===== src/rtl/xcu_pkg.sv =====
package xcu_pkg;
  localparam int FLAG_W = 6;
  localparam int FB_C = 0;
  localparam int FB_P = 1;
  localparam int FB_A = 2;
  localparam int FB_Z = 3;
  localparam int FB_S = 4;
  localparam int FB_O = 5;

  typedef enum logic [2:0] {
    ST_IDLE = 3'd0,
    ST_READ = 3'd1,
    ST_WR1  = 3'd2,
    ST_WR2  = 3'd3,
    ST_DONE = 3'd4
  } xcu_state_e;

  typedef enum logic {
    OP_XADD = 1'b0,
    OP_CMPX = 1'b1
  } xcu_op_e;
endpackage


===== src/rtl/xcu_regfile.sv =====
module xcu_regfile #(
  parameter int W    = 16,
  parameter int NREG = 8,
  localparam int IDXW = $clog2(NREG)
) (
  input  logic            clk,
  input  logic            rst_n,
  input  logic            we,
  input  logic [IDXW-1:0] widx,
  input  logic [W-1:0]    wdata,
  input  logic [IDXW-1:0] ra_dst,
  input  logic [IDXW-1:0] ra_src,
  input  logic [IDXW-1:0] ra_acc,
  input  logic [IDXW-1:0] ra_obs,
  output logic [W-1:0]    rd_dst,
  output logic [W-1:0]    rd_src,
  output logic [W-1:0]    rd_acc,
  output logic [W-1:0]    rd_obs
);
  logic [W-1:0] q [NREG];

  for (genvar g = 0; g < NREG; g++) begin : g_entry
    always_ff @(posedge clk or negedge rst_n) begin
      if (!rst_n) begin
        q[g] <= '0;
      end else if (we && (widx == IDXW'(g))) begin
        q[g] <= wdata;
      end
    end
  end

  assign rd_dst = q[ra_dst];
  assign rd_src = q[ra_src];
  assign rd_acc = q[ra_acc];
  assign rd_obs = q[ra_obs];
endmodule


===== src/rtl/xcu_alu.sv =====
module xcu_alu
  import xcu_pkg::*;
#(
  parameter int W = 16
) (
  input  logic [W-1:0]      dst_val,
  input  logic [W-1:0]      src_val,
  input  logic [W-1:0]      acc_val,
  input  logic              op_cmpx,
  output logic [W-1:0]      sum,
  output logic              equal,
  output logic [FLAG_W-1:0] flags
);
  function automatic logic [FLAG_W-1:0] add_flags(logic [W-1:0] a, logic [W-1:0] b);
    logic [W:0] s;
    logic [FLAG_W-1:0] f;
    s = {1'b0, a} + {1'b0, b};
    f = '0;
    f[FB_C] = s[W];
    f[FB_P] = ~^s[7:0];
    f[FB_A] = a[4] ^ b[4] ^ s[4];
    f[FB_Z] = (s[W-1:0] == '0);
    f[FB_S] = s[W-1];
    f[FB_O] = (a[W-1] == b[W-1]) && (s[W-1] != a[W-1]);
    return f;
  endfunction

  function automatic logic [FLAG_W-1:0] sub_flags(logic [W-1:0] a, logic [W-1:0] b);
    logic [W:0] d;
    logic [FLAG_W-1:0] f;
    d = {1'b0, a} - {1'b0, b};
    f = '0;
    f[FB_C] = d[W];
    f[FB_P] = ~^d[7:0];
    f[FB_A] = a[4] ^ b[4] ^ d[4];
    f[FB_Z] = (d[W-1:0] == '0);
    f[FB_S] = d[W-1];
    f[FB_O] = (a[W-1] != b[W-1]) && (d[W-1] != a[W-1]);
    return f;
  endfunction

  assign sum   = dst_val + src_val;
  assign equal = (acc_val == dst_val);
  assign flags = op_cmpx ? sub_flags(acc_val, dst_val) : add_flags(dst_val, src_val);
endmodule


===== src/rtl/xcu_seq.sv =====
module xcu_seq
  import xcu_pkg::*;
#(
  parameter int W       = 16,
  parameter int NREG    = 8,
  parameter int ACC_IDX = 0,
  localparam int IDXW = $clog2(NREG)
) (
  input  logic              clk,
  input  logic              rst_n,
  input  logic              start,
  input  logic              op,
  input  logic [IDXW-1:0]   dst_idx,
  input  logic [IDXW-1:0]   src_idx,
  input  logic [W-1:0]      rd_dst,
  input  logic [W-1:0]      rd_src,
  input  logic [W-1:0]      alu_sum,
  input  logic              alu_equal,
  input  logic [FLAG_W-1:0] alu_flags,
  output logic [IDXW-1:0]   ra_dst,
  output logic [IDXW-1:0]   ra_src,
  output logic              op_cmpx,
  output logic              we,
  output logic [IDXW-1:0]   widx,
  output logic [W-1:0]      wdata,
  output logic [FLAG_W-1:0] flags_q,
  output logic              busy,
  output logic              done,
  output logic              ev_accept,
  output logic              ev_wr1,
  output logic              ev_wr2
);
  localparam logic [IDXW-1:0] ACC = IDXW'(ACC_IDX);

  xcu_state_e state_q, state_d;
  logic [IDXW-1:0] dst_q, src_q;
  logic            op_q;
  logic [W-1:0]    dold_q, sval_q, sum_q;
  logic            eq_q;

  assign ev_accept = start && (state_q == ST_IDLE);
  assign ev_wr1    = (state_q == ST_WR1);
  assign ev_wr2    = (state_q == ST_WR2);
  assign busy      = (state_q != ST_IDLE);
  assign done      = (state_q == ST_DONE);
  assign ra_dst    = dst_q;
  assign ra_src    = src_q;
  assign op_cmpx   = op_q;

  always_comb begin
    state_d = state_q;
    unique case (state_q)
      ST_IDLE: if (start) state_d = ST_READ;
      ST_READ: state_d = ST_WR1;
      ST_WR1:  state_d = (op_q == OP_XADD) ? ST_WR2 : ST_DONE;
      ST_WR2:  state_d = ST_DONE;
      ST_DONE: state_d = ST_IDLE;
      default: state_d = ST_IDLE;
    endcase
  end

  always_ff @(posedge clk or negedge rst_n) begin
    if (!rst_n) begin
      state_q <= ST_IDLE;
      dst_q   <= '0;
      src_q   <= '0;
      op_q    <= OP_XADD;
      dold_q  <= '0;
      sval_q  <= '0;
      sum_q   <= '0;
      eq_q    <= 1'b0;
      flags_q <= '0;
    end else begin
      state_q <= state_d;
      if (ev_accept) begin
        dst_q <= dst_idx;
        src_q <= src_idx;
        op_q  <= op;
      end
      if (state_q == ST_READ) begin
        dold_q  <= rd_dst;
        sval_q  <= rd_src;
        sum_q   <= alu_sum;
        eq_q    <= alu_equal;
        flags_q <= alu_flags;
      end
    end
  end

  // Write order: exchange-add puts the old destination into the source first,
  // then the sum into the destination, so an aliased entry ends with the sum.
  always_comb begin
    we    = 1'b0;
    widx  = dst_q;
    wdata = sum_q;
    if (ev_wr1) begin
      we = 1'b1;
      if (op_q == OP_XADD) begin
        widx  = src_q;
        wdata = dold_q;
      end else if (eq_q) begin
        widx  = dst_q;
        wdata = sval_q;
      end else begin
        widx  = ACC;
        wdata = dold_q;
      end
    end else if (ev_wr2) begin
      we    = 1'b1;
      widx  = dst_q;
      wdata = sum_q;
    end
  end
endmodule


===== src/rtl/xcu_unit.sv =====
module xcu_unit
  import xcu_pkg::*;
#(
  parameter int W       = 16,
  parameter int NREG    = 8,
  parameter int ACC_IDX = 0,
  localparam int IDXW = $clog2(NREG)
) (
  input  logic              clk,
  input  logic              rst_n,
  input  logic              start_i,
  input  logic              op_i,
  input  logic [IDXW-1:0]   dst_i,
  input  logic [IDXW-1:0]   src_i,
  input  logic              ld_en_i,
  input  logic [IDXW-1:0]   ld_idx_i,
  input  logic [W-1:0]      ld_data_i,
  input  logic [IDXW-1:0]   obs_idx_i,
  output logic [W-1:0]      obs_data_o,
  output logic [FLAG_W-1:0] flags_o,
  output logic              busy_o,
  output logic              done_o
);
  localparam logic [IDXW-1:0] ACC = IDXW'(ACC_IDX);

  logic [IDXW-1:0]   ra_dst, ra_src, seq_widx, rf_widx;
  logic [W-1:0]      rd_dst, rd_src, rd_acc, seq_wdata, rf_wdata, alu_sum;
  logic              seq_we, ld_we, rf_we, alu_equal, op_cmpx;
  logic [FLAG_W-1:0] alu_flags;
  logic              ev_accept, ev_wr1, ev_wr2;

  assign ld_we    = ld_en_i && !busy_o;
  assign rf_we    = seq_we || ld_we;
  assign rf_widx  = seq_we ? seq_widx  : ld_idx_i;
  assign rf_wdata = seq_we ? seq_wdata : ld_data_i;

  xcu_regfile #(.W(W), .NREG(NREG)) u_rf (
    .clk(clk), .rst_n(rst_n),
    .we(rf_we), .widx(rf_widx), .wdata(rf_wdata),
    .ra_dst(ra_dst), .ra_src(ra_src), .ra_acc(ACC), .ra_obs(obs_idx_i),
    .rd_dst(rd_dst), .rd_src(rd_src), .rd_acc(rd_acc), .rd_obs(obs_data_o)
  );

  xcu_alu #(.W(W)) u_alu (
    .dst_val(rd_dst), .src_val(rd_src), .acc_val(rd_acc), .op_cmpx(op_cmpx),
    .sum(alu_sum), .equal(alu_equal), .flags(alu_flags)
  );

  xcu_seq #(.W(W), .NREG(NREG), .ACC_IDX(ACC_IDX)) u_seq (
    .clk(clk), .rst_n(rst_n),
    .start(start_i), .op(op_i), .dst_idx(dst_i), .src_idx(src_i),
    .rd_dst(rd_dst), .rd_src(rd_src),
    .alu_sum(alu_sum), .alu_equal(alu_equal), .alu_flags(alu_flags),
    .ra_dst(ra_dst), .ra_src(ra_src), .op_cmpx(op_cmpx),
    .we(seq_we), .widx(seq_widx), .wdata(seq_wdata),
    .flags_q(flags_o), .busy(busy_o), .done(done_o),
    .ev_accept(ev_accept), .ev_wr1(ev_wr1), .ev_wr2(ev_wr2)
  );
endmodule


===== config.mk =====
export PLATFORM = sky130hd
export DESIGN_NAME = xcu_unit
export DESIGN_NICKNAME = d
export VERILOG_FILES = /design/src/rtl/xcu_pkg.sv /design/src/rtl/xcu_regfile.sv /design/src/rtl/xcu_alu.sv /design/src/rtl/xcu_seq.sv /design/src/rtl/xcu_unit.sv
export SDC_FILE = /design/constraint.sdc
export NUM_CORES = 1
export LEC_CHECK = 0
export ABC_AREA = 1
export BUFFER_PORTS_ARGS = -buffer_cell sky130_fd_sc_hd__clkbuf_2
export CAP_MARGIN = 20
export CELL_PAD_IN_SITES_DETAIL_PLACEMENT = 0
export CELL_PAD_IN_SITES_GLOBAL_PLACEMENT = 1
export CORE_MARGIN = 3
export CORE_UTILIZATION = 48
export CTS_CLUSTER_SIZE = 28
export DETAILED_ROUTE_END_ITERATION = 6
export GPL_ROUTABILITY_DRIVEN = 0
export PLACE_DENSITY = 0.87
export SETUP_SLACK_MARGIN = 0.05
export SLEW_MARGIN = 20
export SYNTH_ARGS = -nofsm -noshare
export SYNTH_HDL_FRONTEND = slang
export SYNTH_HIERARCHICAL = 1
export SYNTH_SLANG_ARGS = --single-unit

===== constraint.sdc =====
create_clock -name clk -period 4.7 [get_ports clk]
set_input_delay 0.47 -clock clk [delete_from_list [all_inputs] [get_ports clk]]
set_output_delay 0.47 -clock clk [all_outputs]
set_load 0.01 [all_outputs]

-- Word level (Yosys, flattened, before mapping)
Cells that the tools add are included.
- order comparisons: 3
- $add $sub $neg: 3
- bitwise operators: 7
- equality and inequality tests: 17
- reductions and logical operators: 21
- muxes and demuxes: 23
- operators by type and width (operator ; count):
    $mux W16 ; 10
    $bmux W16 S3 ; 3
    $logic_not A16 Y1 ; 2
    $mux W3 ; 6
    $add A16 B16 Y17 ; 1
    $sub A16 B16 Y17 ; 1
    $add A16 B16 Y16 ; 1
    $eq A16 B16 Y1 ; 1
    $reduce_xnor A8 Y1 ; 2
    $eq A3 B3 Y1 const B ; 5
    $eq A3 B2 Y1 const B ; 4
    $ge A4 B4 Y1 const B ; 3
    $logic_and A1 B1 Y1 ; 12
    $not A3 Y4 ; 3
    $pmux W3 S4 ; 1
    $eq A3 B1 Y1 const B ; 2
    $logic_not A3 Y1 ; 2
    $mux W6 ; 1
    $xor A1 B1 Y1 ; 4
    $ne A1 B1 Y1 ; 3
    $reduce_bool A3 Y1 ; 1
    $mux W1 ; 2
    $ne A2 B2 Y1 const B ; 1
    $eq A1 B1 Y1 ; 1
    2 further kinds ; 2
- input bits: 33
- logic and storage cells: 91
- output and inout port bits: 24
- register bits after elaboration: 193

-- Logic depth before layout (Yosys ltp)
Gate-level depths: netlist (run 1).
- depth after elaboration: 8
- mapped depth: 26
- gate-level depth less buffers: 25

-- Cells and area by module
Netlist (run 1), hierarchy kept.
- by module, submodules not included (module ; area an instance (µm²) ; times used ; seq. area each (µm²) ; cells each):
    xcu_regfile ; 9909.5 ; 1 ; 3203.1 ; 1761
    xcu_seq ; 2979.1 ; 1 ; 1626.6 ; 380
    xcu_alu ; 2184.6 ; 1 ; 0.0 ; 404
    xcu_unit ; 281.5 ; 1 ; 0.0 ; 66

-- Least setup slack after synthesis (run 1)
No wires, ideal clock.
- path type: reg2reg
- start point: register u_seq.dst_q[0] (netlist: u_seq/ra_dst[0])
- end point: register u_seq.flags_q[1]
- path buffers: 1
- clock period less this slack: 3112 ps
- library setup time: 83 ps
- stages on the path, launching flop included: 22
- arrival: 3029 ps
- slack: 1588 ps
- required time: 4617 ps
- cells stage by stage: dfrtp_1 -> inv_2 -> clkbuf_1 -> nand2_1 -> nand3_1 -> nand2_1 -> nand2_1 -> nand2_1 -> ha_1 -> fa_1 -> nand3_1 -> nand2_2 -> nand2_1 -> nand2_2 -> xor2_1 -> ha_1 -> xor2_1 -> a21oi_1 -> o21ai_0 -> nand2_1 -> inv_1 -> o21ai_0
- longest elaborated chain between the ends: 7
- elaborated cells between the ends (all ways): 9
- those cells by class: add/sub: 2; mux: 4; bitwise: 1; reduce/logical: 2
- RTL lines (element ; line ; text):
    start: declaration ; xcu_seq.sv:36 ; logic [IDXW-1:0] dst_q, src_q;
    start signal: assignment ; xcu_seq.sv:76 ; dst_q <= dst_idx;
    $not A3 Y4 (not written as such) * ; xcu_regfile.sv:32 ; assign rd_dst = q[ra_dst];
    $bmux W16 S3 * ; xcu_regfile.sv:32 ;
    $mux W16 (not written as such) * (2 in a row) ; xcu_regfile.sv:32 ;
    via rd_dst[0] ; xcu_unit.sv:27 ; logic [W-1:0] rd_dst, rd_src, rd_acc, seq_wdata, rf_wdata, alu_sum;
    $add A16 B16 Y17 / $sub A16 B16 Y17 (equally long branches) ; xcu_alu.sv:17, xcu_alu.sv:31 ;
    $reduce_xnor A8 Y1 (on tied branches) ; xcu_alu.sv:20, xcu_alu.sv:34 ;
    $mux W6 * ; xcu_alu.sv:44 ; assign flags = op_cmpx ? sub_flags(acc_val, dst_val) : add_flags(dst_val, src_val);
    via alu_flags[1] ; xcu_unit.sv:29 ; logic [FLAG_W-1:0] alu_flags;
    end signal: assignment ; xcu_seq.sv:85 ; flags_q <= alu_flags;
    end: declaration ; xcu_seq.sv:26 ; output logic [FLAG_W-1:0] flags_q,
Mark *: on every way through the listed nets, which the timed path passes. The rest lies on a longest branch. The select of a mux whose other input is x is not followed.
A chain may end at the register's enable or synchronous reset.

-- Worst setup path after layout (run 1)
- start point: register u_seq.src_q[0] (netlist: u_seq/ra_src[0])
- end point: register u_seq.flags_q[1]
- longest elaborated chain between the ends: 7
- RTL lines (element ; line ; text):
    start: declaration ; xcu_seq.sv:36 ;
    start signal: assignment ; xcu_seq.sv:77 ; src_q <= src_idx;
    $not A3 Y4 (not written as such) ; xcu_regfile.sv:33 ; assign rd_src = q[ra_src];
    $bmux W16 S3 ; xcu_regfile.sv:33 ;
    $mux W16 (not written as such) (2 in a row) ; xcu_regfile.sv:33 ;
    via rd_src[6] ; xcu_unit.sv:27 ;
    $add A16 B16 Y17 ; xcu_alu.sv:17 ; s = {1'b0, a} + {1'b0, b};
    $reduce_xnor A8 Y1 ; xcu_alu.sv:20 ; f[FB_P] = ~^s[7:0];
    $mux W6 ; xcu_alu.sv:44 ;
    via alu_flags[1] ; xcu_unit.sv:29 ;
The timed path passes the listed nets, and every way through them passes these cells. The select of a mux whose other input is x is not followed.

==> results of run 1 <==
## registers in the layout, summed over array words and instances, names as in the netlist
signal	count
u_seq/sum_q	16
u_seq/sval_q	16
u_seq/state_q	3
u_seq/ra_dst	3
u_rf/q	128
u_seq/ra_src	3
u_seq/eq_q	1
u_seq/dold_q	16
u_seq/op_cmpx	1
u_seq/flags_q	6
## area by class of cell
class	count	area, sq um
timing repair buffer	87	554
tap	396	495
clock inverter	15	173
fill	3262	14700
sequential	193	4830
clock buffer	17	425
inverter	302	1130
multi-input combinational	1981	8730
## cell usage in the layout (no fill, tap or decap), types with 4 or more instances in the layout
cell type     n
nand2_1    1264
nand3_1     305
inv_1       292
dfrtp_1     191
o21ai_0     147
nor2_1       81
a21oi_1      60
clkbuf_2     55
ha_1         41
buf_4        29
o21ai_1      21
clkbuf_16    17
inv_2        10
nand2_2       9
xnor2_1       9
xor2_1        8
nand3b_1      6
inv_6         4
nand3_2       4
nand4_1       4
conb_1        4
## routing by layer
metal	vias to the layer above	global-route usage, %	part of all wire [%]
met5	-	0	0.047
met4	4	13.7	4.1
met3	125	6.15	8.1
met2	754	51.1	44
met1	7604	44.0	43
li1	7987	-	-
## worst max path at each step
stage / slack [ns] / cells after the start / end / startpoint
final: 0.96 / 19 / u_seq/flags_q[1]$_DFFE_PN0N_ / u_seq/ra_src[0]$_DFFE_PN0P_
after global routing: 0.65 / 24 / u_seq/flags_q[3]$_DFFE_PN0N_ / u_seq/ra_dst[0]$_DFFE_PN0P_
after CTS: 1.02 / 19 / u_seq/flags_q[1]$_DFFE_PN0N_ / u_seq/ra_src[0]$_DFFE_PN0P_
after detailed placement: 1.05 / 19 / u_seq/flags_q[1]$_DFFE_PN0N_ / u_seq/ra_src[0]$_DFFE_PN0P_
after global placement: 1.08 / 19 / u_seq/flags_q[1]$_DFFE_PN0N_ / u_seq/ra_src[0]$_DFFE_PN0P_
after floorplan: 1.59 / 21 / u_seq/flags_q[1]$_DFFE_PN0N_ / u_seq/ra_dst[0]$_DFFE_PN0P_
## worst max-delay path, stage by stage (launching register included)
cell     delay, ns
dfrtp_2       0.41
inv_2         0.60
nand2_1       0.15
nand3_1       0.11
nand2_1       0.07
nand2_1       0.06
nand2_1       0.17
ha_1          0.38
a21oi_1       0.27
inv_1         0.10
nor2_2        0.12
nand2_2       0.10
xor2_1        0.17
ha_1          0.29
xor2_1        0.16
a21oi_1       0.12
o21ai_0       0.10
nand2_1       0.07
inv_1         0.03
o21ai_0       0.15
## metrics by stage
step	area, sq um	worst slack [ns]	util [%]	std cells	hold WS (ns)
floorplan	15400	1.59	-	2613	0.174
global placement	15700	1.08	50.6	2958	0.465
detailed placement	15700	1.05	50.6	2958	0.473
CTS	16300	1.02	52.5	2990	0.195
global route	16300	0.647	52.6	2991	0.217
finish	16300	0.963	52.6	2991	0.164
==> impl_metrics.json, run 1 <==
{
  "status": "finished clean",
  "arrival_ns": 4.12,
  "clock_latency_ns": 0.47,
  "skew_ns": 0.0134,
  "h-tree-depth": 4,
  "vias": 16500,
  "antenna_cells": 0,
  "clockBufferDepth": 2,
  "cts_resized": 0,
  "synth_area_per_cell_sq_um": 5.88,
  "worstSetupPathType": "reg2reg",
  "first_pass_iters": 6,
  "worstRegToRegCells": 19,
  "r2r-start": "u_seq/ra_src[0]$_DFFE_PN0P_",
  "synth_area_sq_um": 15400,
  "clockRootBuffer": "clkbuf_16",
  "drt-total-wl_mm": 55.0,
  "nets": 2658,
  "cts_sinks": 193,
  "cts_hold_buffers": 0,
  "period_minus_slack_ns": 3.74,
  "cts_buffers": 17,
  "gr-total-overflow": 0,
  "fp.dieArea_sq_um": 34200,
  "rr_endpoint": "u_seq/flags_q[1]$_DFFE_PN0N_",
  "grt_pass1_wl_mm": 86.2,
  "drt_iter0_drc": 1984,
  "row_count": 64,
  "place.detailed.hpwl_mm": 36.6,
  "tightest_slew_ns": 1.05,
  "max_freq_mhz": 268,
  "start_util_pct": 49.4,
  "period_share_pct": 79.5,
  "core-area_sq_um": 31100,
  "relSlewSlack_pct": 30.1,
  "vias_per_cell": 5.51,
  "wl_per_cell_um": 18.4,
  "grt_pass1_vias": 15300,
  "ios": 57,
  "drive_above_1_share_pct": 5.86,
  "cp-end-kind": "flip-flop",
  "ys_warn_count": 6,
  "cts_tree": "built",
  "tns_ns": 0,
  "grt_usage_pct": 32.5,
  "critical_path.max_fanout": 45,
  "maxCapViolations": 0,
  "post_cts_buffers": 0,
  "die_h_um": 185,
  "crit_path_start_kind": "flip-flop",
  "setup-violations-final": 0,
  "antenna_found_initial": 2,
  "clkTransAtPathRegs_ns": 0.08,
  "r2r_setup_slack_ns": 0.96,
  "grt_max_degree": 118,
  "hold_path_class": "in2async",
  "syn_inst": 2610,
  "slew_viol_final": 0,
  "rsz0062_at_grt": "false",
  "syn2layout_area_growth_pct": 6.46,
  "die_w_um": 185,
  "portBuffers": 56,
  "hold_viol": 0,
  "ant_nets": 0,
  "cp.required_ns": 5.08,
  "drc": 0
}
Power of run 1 is left out: the tool's default activity adds up to more than one toggle a clock period on the data nets, which glitch-free logic cannot reach.
==> inputs of run 2 (changes only) <==
Settings changed: ABC_AREA 1 to 0, PLACE_DENSITY 0.87 to 0.77.
Clock period 4.7 ns to 3.16 ns, I/O delays scaled along.
==> run 2 against run 1 <==
  * The run now ends with negative hold slack, negative setup slack left
  * Synthesized area down 6.9%
  * Final cell count shrank 44%
  * Highest routed layer is now met4
  * Worst hold slack got worse by 0.19 ns
  * Setup slack got worse by 1.7 ns
  * Via count fell by 37%
  * Maximum frequency is 4.4% lower
  * Synthesized cell count down 61%
  * Largest cell class unchanged
  * Core utilization rose by 8.6 points
  * Clock-buffer cell count stayed put
  * Sequential cell count is the same
==> impl_metrics.json, run 2 <==
{
  "ys_warn_count": 6,
  "slew_viol_final": 0,
  "final_cell_mix": "buf_4, mux2_2, dfrtp_1, mux4_1, clkbuf_2",
  "clock_latency_ns": 0.45,
  "status": "finished with violations",
  "antenna_cells": 0,
  "drt-total-wl_mm": 41.4,
  "worstRegToRegCells": 14,
  "max_freq_mhz": 256,
  "period_minus_slack_ns": 3.91,
  "relSlewSlack_pct": 42.1,
  "fp.dieArea_sq_um": 31900,
  "largest_register": "u_rf/q",
  "h-tree-depth": 4,
  "nFillCells": 2232,
  "syn_inst": 1009,
  "start_util_pct": 49.2,
  "gr-total-overflow": 0,
  "cts_buffers": 17,
  "tightest_slew_ns": 0.868,
  "antenna_found_initial": 0,
  "critical_path.max_fanout": 9,
  "die_w_um": 179,
  "worstSetupPathType": "reg2reg",
  "drive_above_1_share_pct": 56.6,
  "first_pass_iters": 5,
  "cts_hold_buffers": 0,
  "grt_pass1_wl_mm": 63.4,
  "synth_area_per_cell_sq_um": 14.2,
  "ant_nets": 0,
  "period_share_pct": 124,
  "rr_endpoint": "u_seq/flags_q[1]$_DFFE_PN0N_",
  "violations": "negative hold slack, negative setup slack",
  "rsz0062_at_grt": "true",
  "cts_sinks": 193,
  "timing.hold.ws_ns": -0.0216,
  "nets": 1345,
  "hold_viol": 17,
  "die_h_um": 179,
  "maxCapViolations": 0,
  "portBuffers": 56,
  "synth_area_sq_um": 14300,
  "fin_ws_ns": -0.750,
  "core-area_sq_um": 29000,
  "cp.required_ns": 3.50,
  "arrival_ns": 4.25,
  "ios": 57,
  "skew_ns": 0.0103,
  "grt_max_degree": 100,
  "grt_usage_pct": 26.7,
  "hold_path_class": "in2async",
  "drt_iter0_drc": 925,
  "drc": 0,
  "place.detailed.hpwl_mm": 28.7,
  "r2r-start": "u_seq/ra_dst[0]$_DFFE_PN0P_",
  "clockBufferDepth": 2,
  "vias_per_cell": 6.23,
  "cp-end-kind": "flip-flop",
  "post-place-ws_ns": -0.880,
  "clockRootBuffer": "clkbuf_16",
  "crit_path_start_kind": "flip-flop",
  "grt_pass1_vias": 10600,
  "row_count": 62,
  "clkTransAtPathRegs_ns": 0.08,
  "vias": 10400,
  "r2r_setup_slack_ns": -0.75,
  "cts_tree": "built",
  "wl_per_cell_um": 24.9,
  "largest_register_ffs": 128,
  "syn2layout_area_growth_pct": 24.2,
  "setup-violations-final": 15
}
==> run 2: how the worst max path moves through the flow <==
| stage | from | to | depth (start not counted) |
|---|---|---|---|
| after floorplan | u_seq/ra_dst[0]$_DFFE_PN0P_ | u_seq/flags_q[3]$_DFFE_PN0N_ | 18 |
| after global placement | u_seq/ra_dst[0]$_DFFE_PN0P_ | u_seq/flags_q[3]$_DFFE_PN0N_ | 17 |
| after detailed placement | u_seq/ra_dst[0]$_DFFE_PN0P_ | u_seq/flags_q[1]$_DFFE_PN0N_ | 13 |
| after CTS | u_seq/ra_dst[0]$_DFFE_PN0P_ | u_seq/flags_q[3]$_DFFE_PN0N_ | 17 |
| after global routing | u_seq/ra_dst[0]$_DFFE_PN0P_ | u_seq/flags_q[3]$_DFFE_PN0N_ | 17 |
| final | u_seq/ra_dst[0]$_DFFE_PN0P_ | u_seq/flags_q[1]$_DFFE_PN0N_ | 14 |
==> run 2: through the flow <==
stage | setup TNS, ns | utilization, % | hold WS [ns] | instance area, sq um | instances
after floorplan | -2.94 | - | 0.0204 | 14400 | 1015
after global placement | -6.85 | 57.2 | 0.480 | 16600 | 1624
after detailed placement | -8.05 | 57.2 | 0.484 | 16600 | 1624
after CTS | -5.79 | 60.3 | 0.00367 | 17500 | 1660
after global routing | -7.67 | 61.2 | 0.0302 | 17700 | 1666
final | -6.19 | 61.2 | -0.0216 | 17700 | 1666
==> run 2: timing repair <==
item,4_1_cts,5_1_grt
endpoints found under the setup margin,17,18
pin swaps,14,12
buffers inserted,4,6
cloned,0,0
resized for setup,59,50
==> run 2: layer usage <==
metal / routed length [um] / share of wire [%] / GRT usage, % / vias up
li1: - / - / - / 4577
met4: 929 / 2.2 / 7.01 / 0
met5: 0 / 0 / 0 / -
met1: 17600 / 42 / 36.0 / 5382
met2: 20600 / 50 / 45.1 / 360
met3: 2300 / 5.6 / 4.19 / 61
==> run 2: worst max-delay path, cell delays in order, from the launching register on <==
cell and delay (ns):
dfrtp_2 0.43, buf_12 0.15, mux4_2 0.51, mux2_4 0.33
buf_6 0.13, fa_2 0.44, a211oi_4 0.33, o21bai_1 0.12
a21oi_2 0.15, xor2_1 0.22, ha_2 0.33, xor2_2 0.17
xnor2_1 0.13, o21ai_0 0.10, mux2_2 0.27
==> run 2: layout make-up <==
cell class                      count  area (sq um)  area share, %
Timing Repair Buffer              305          2310           13.0
Clock buffer                       17           425           2.40
Multi-Input combinational cell    717          9400           53.0
Tap cell                          384           480           2.71
Clock inverter                     15           168          0.945
Inverter                           35           136          0.768
Sequential cell                   193          4830           27.2
Power of run 2 is left out for the same reason.
==> inputs of run 3 (changes only) <==
Settings changed: CORE_UTILIZATION 48 to 45, SYNTH_HIERARCHICAL 1 to unset.
==> run 3 against run 2 <==
  * The run ends with negative setup slack left
  * Final cell count increased by 8.7%
  * Wire length decreased by 8.6%
  * Clock-buffer cell count unchanged
  * Design area decreased by 9.4%
  * Critical path depth unchanged
  * Critical path type unchanged
  * Largest cell class unchanged
  * Highest routed layer unchanged
==> impl_metrics.json, run 3 <==
{
  "grt_pass1_wl_mm": 59.9,
  "rr_endpoint": "u_seq.flags_q[3]$_DFFE_PN0P_",
  "worstSetupPathType": "reg2reg",
  "synth.distinct_cells": 63,
  "cts_buffers": 17,
  "async_reset_ff_share_pct": 100,
  "synth_seq_cells": 193,
  "syn_inst": 1193,
  "relSlewSlack_pct": 37.2,
  "status": "finished with violations",
  "synth_area_leaders": "dfrtp_1, mux4_2, a21oi_1, nand2_1, ha_1",
  "ios": 57,
  "gr-total-overflow": 0,
  "grt_usage_pct": 26.6,
  "hold_viol": 0,
  "min_from": "dst_i[1]",
  "synth_top_area_share_pct": 39.6,
  "cp-end-kind": "flip-flop",
  "largest_register_ffs": 128,
  "drt-total-wl_mm": 37.8,
  "violations": "negative setup slack",
  "drive_above_1_share_pct": 40.5,
  "ant_nets": 0,
  "tightest_slew_ns": 0.942,
  "r2r_setup_slack_ns": -0.62,
  "post_dp_cell_area_sq_um": 14600,
  "portBuffers": 56,
  "final_cell_mix": "buf_4, dfrtp_1, nand2_1, a21oi_1, nor2_1",
  "seq_area_sq_um": 4830,
  "yosysMostFrequentCell": "dfrtp_1",
  "nets": 1540,
  "period_share_pct": 120,
  "cp.required_ns": 3.54,
  "vias": 10500,
  "cp_num_buf_inv": 2,
  "synth_area_sq_um": 12200,
  "antenna_cells": 0,
  "fin_ws_ns": -0.623,
  "nFillCells": 2173,
  "synth-edff-count": 0,
  "final_area_sq_um": 16100,
  "max_freq_mhz": 264,
  "path_cells": "buf_6 > mux4_2 > mux2_4 > ha_4 > fa_2 > a211oi_2 > buf_4 > o211ai_1 > a31o_2 > a21oi_2 > xor2_1 > nand4_1 > and4b_1 > a31o_1",
  "grt_max_degree": 81,
  "antenna_found_initial": 0,
  "synthTopCellsByCount": "dfrtp_1, nand2_1, a21oi_1",
  "grt_pass1_vias": 10800,
  "wl_per_cell_um": 20.9,
  "arrival_ns": 4.16,
  "syn2layout_area_growth_pct": 31.8,
  "yosysSeqAreaShare_pct": 39.6,
  "drt_iter0_drc": 941,
  "whs_path_depth": 2,
  "critical_path.max_fanout": 5,
  "ys_warn_count": 0,
  "crit_path_start_kind": "flip-flop",
  "period_minus_slack_ns": 3.78,
  "ys.flop_type": "dfrtp_1",
  "worstRegToRegCells": 14,
  "clock_latency_ns": 0.45,
  "clockBufferDepth": 2,
  "core-area_sq_um": 26400,
  "die_h_um": 171,
  "skew_ns": 0.0150,
  "clkTransAtPathRegs_ns": 0.08,
  "cts_tree": "built",
  "post-place-ws_ns": -0.657,
  "vias_per_cell": 5.81,
  "fin_util_pct": 61.0,
  "die_w_um": 171,
  "slew_viol_final": 0,
  "clockRootBuffer": "clkbuf_16",
  "hold_path_class": "in2reg",
  "fp.dieArea_sq_um": 29100,
  "multiInputGateArea_sq_um": 7490,
  "start_util_pct": 46.3,
  "largest_register": "u_rf.q",
  "synth_top_area_cell": "dfrtp_1",
  "cts_sinks": 193,
  "rsz0062_at_grt": "true",
  "r2r-start": "u_seq.ra_dst[0]$_DFFE_PN0P_",
  "h-tree-depth": 4,
  "slowest_delay_ns": 0.49,
  "first_pass_iters": 5,
  "hold_end": "u_seq.ra_dst[1]$_DFFE_PN0P_",
  "maxCapViolations": 0,
  "drc": 0,
  "cp.depth": 14,
  "synth_area_per_cell_sq_um": 10.2,
  "tns_ns": -3.81,
  "setup-violations-final": 12,
  "syn-num-nets": 1270,
  "critPathSlowestCell": "mux4_2",
  "place.detailed.hpwl_mm": 25.8,
  "layout_commonest_cell": "buf_4",
  "row_count": 59,
  "cp_top_family": "compound AO/OA/AOI/OAI gates"
}
[run 3: repair_timing]
item / 4_1_cts / 5_1_grt
setup buffers: 21 / 12
hold buffers: 1 / 0
setup endpoints to repair: 13 / 16
pin swaps: 29 / 32
endpoints found under the hold margin: 77 / 0
resized for setup: 91 / 38
[run 3: through the flow]
step,instances,hold WS [ns]
after global routing,1811,0.104
after global placement,1751,0.408
after detailed placement,1751,0.411
after floorplan,1193,0.0204
after CTS,1804,0.102
final,1811,0.110
[run 3: cell families (layout without fill, tap and decap cells)]
family	Yosys count	after routing	synth area share (%)
adder cells (fa/ha/maj)	44	44	4.64
XOR/XNOR	29	29	2.08
AND/OR/NAND/NOR	365	365	13.1
flip-flops	193	193	39.6
multiplexers	156	156	23.1
AO/OA/AOI/OAI	297	297	13.7
buffers and inverters	109	392	3.77
[run 3: layer usage]
layer,track usage (%),vias up,wire (um),share of wire (%)
met2,42.8,338,17900,47
met3,3.95,60,2140,5.6
li1,-,4858,-,-
met4,7.97,0,891,2.4
met1,37.9,5273,16900,45
met5,0,-,0,0
[run 3: layout make-up]
| cell class | instances | area share, % |
|---|---|---|
| timing repair buffer | 332 | 16.2 |
| tap | 335 | 2.61 |
| inverter | 28 | 0.685 |
| multi-input combinational | 891 | 46.6 |
| sequential | 193 | 30.1 |
| clock buffer | 17 | 2.65 |
| clock inverter | 15 | 1.25 |
[run 3: worst max-delay path by stage]
stage	endpoint	from	slack, ns
final	u_seq.flags_q[3]$_DFFE_PN0P_	u_seq.ra_dst[0]$_DFFE_PN0P_	-0.62
after global routing	u_seq.flags_q[3]$_DFFE_PN0P_	u_seq.ra_dst[0]$_DFFE_PN0P_	-0.77
after CTS	u_seq.flags_q[3]$_DFFE_PN0P_	u_seq.ra_dst[0]$_DFFE_PN0P_	-0.45
after detailed placement	u_seq.flags_q[3]$_DFFE_PN0P_	u_seq.ra_src[0]$_DFFE_PN0P_	-0.66
after global placement	u_seq.flags_q[3]$_DFFE_PN0P_	u_seq.ra_dst[0]$_DFFE_PN0P_	-0.63
after floorplan	u_seq.flags_q[1]$_DFFE_PN0P_	u_seq.ra_dst[0]$_DFFE_PN0P_	-0.25
Power of run 3 is left out for the same reason.
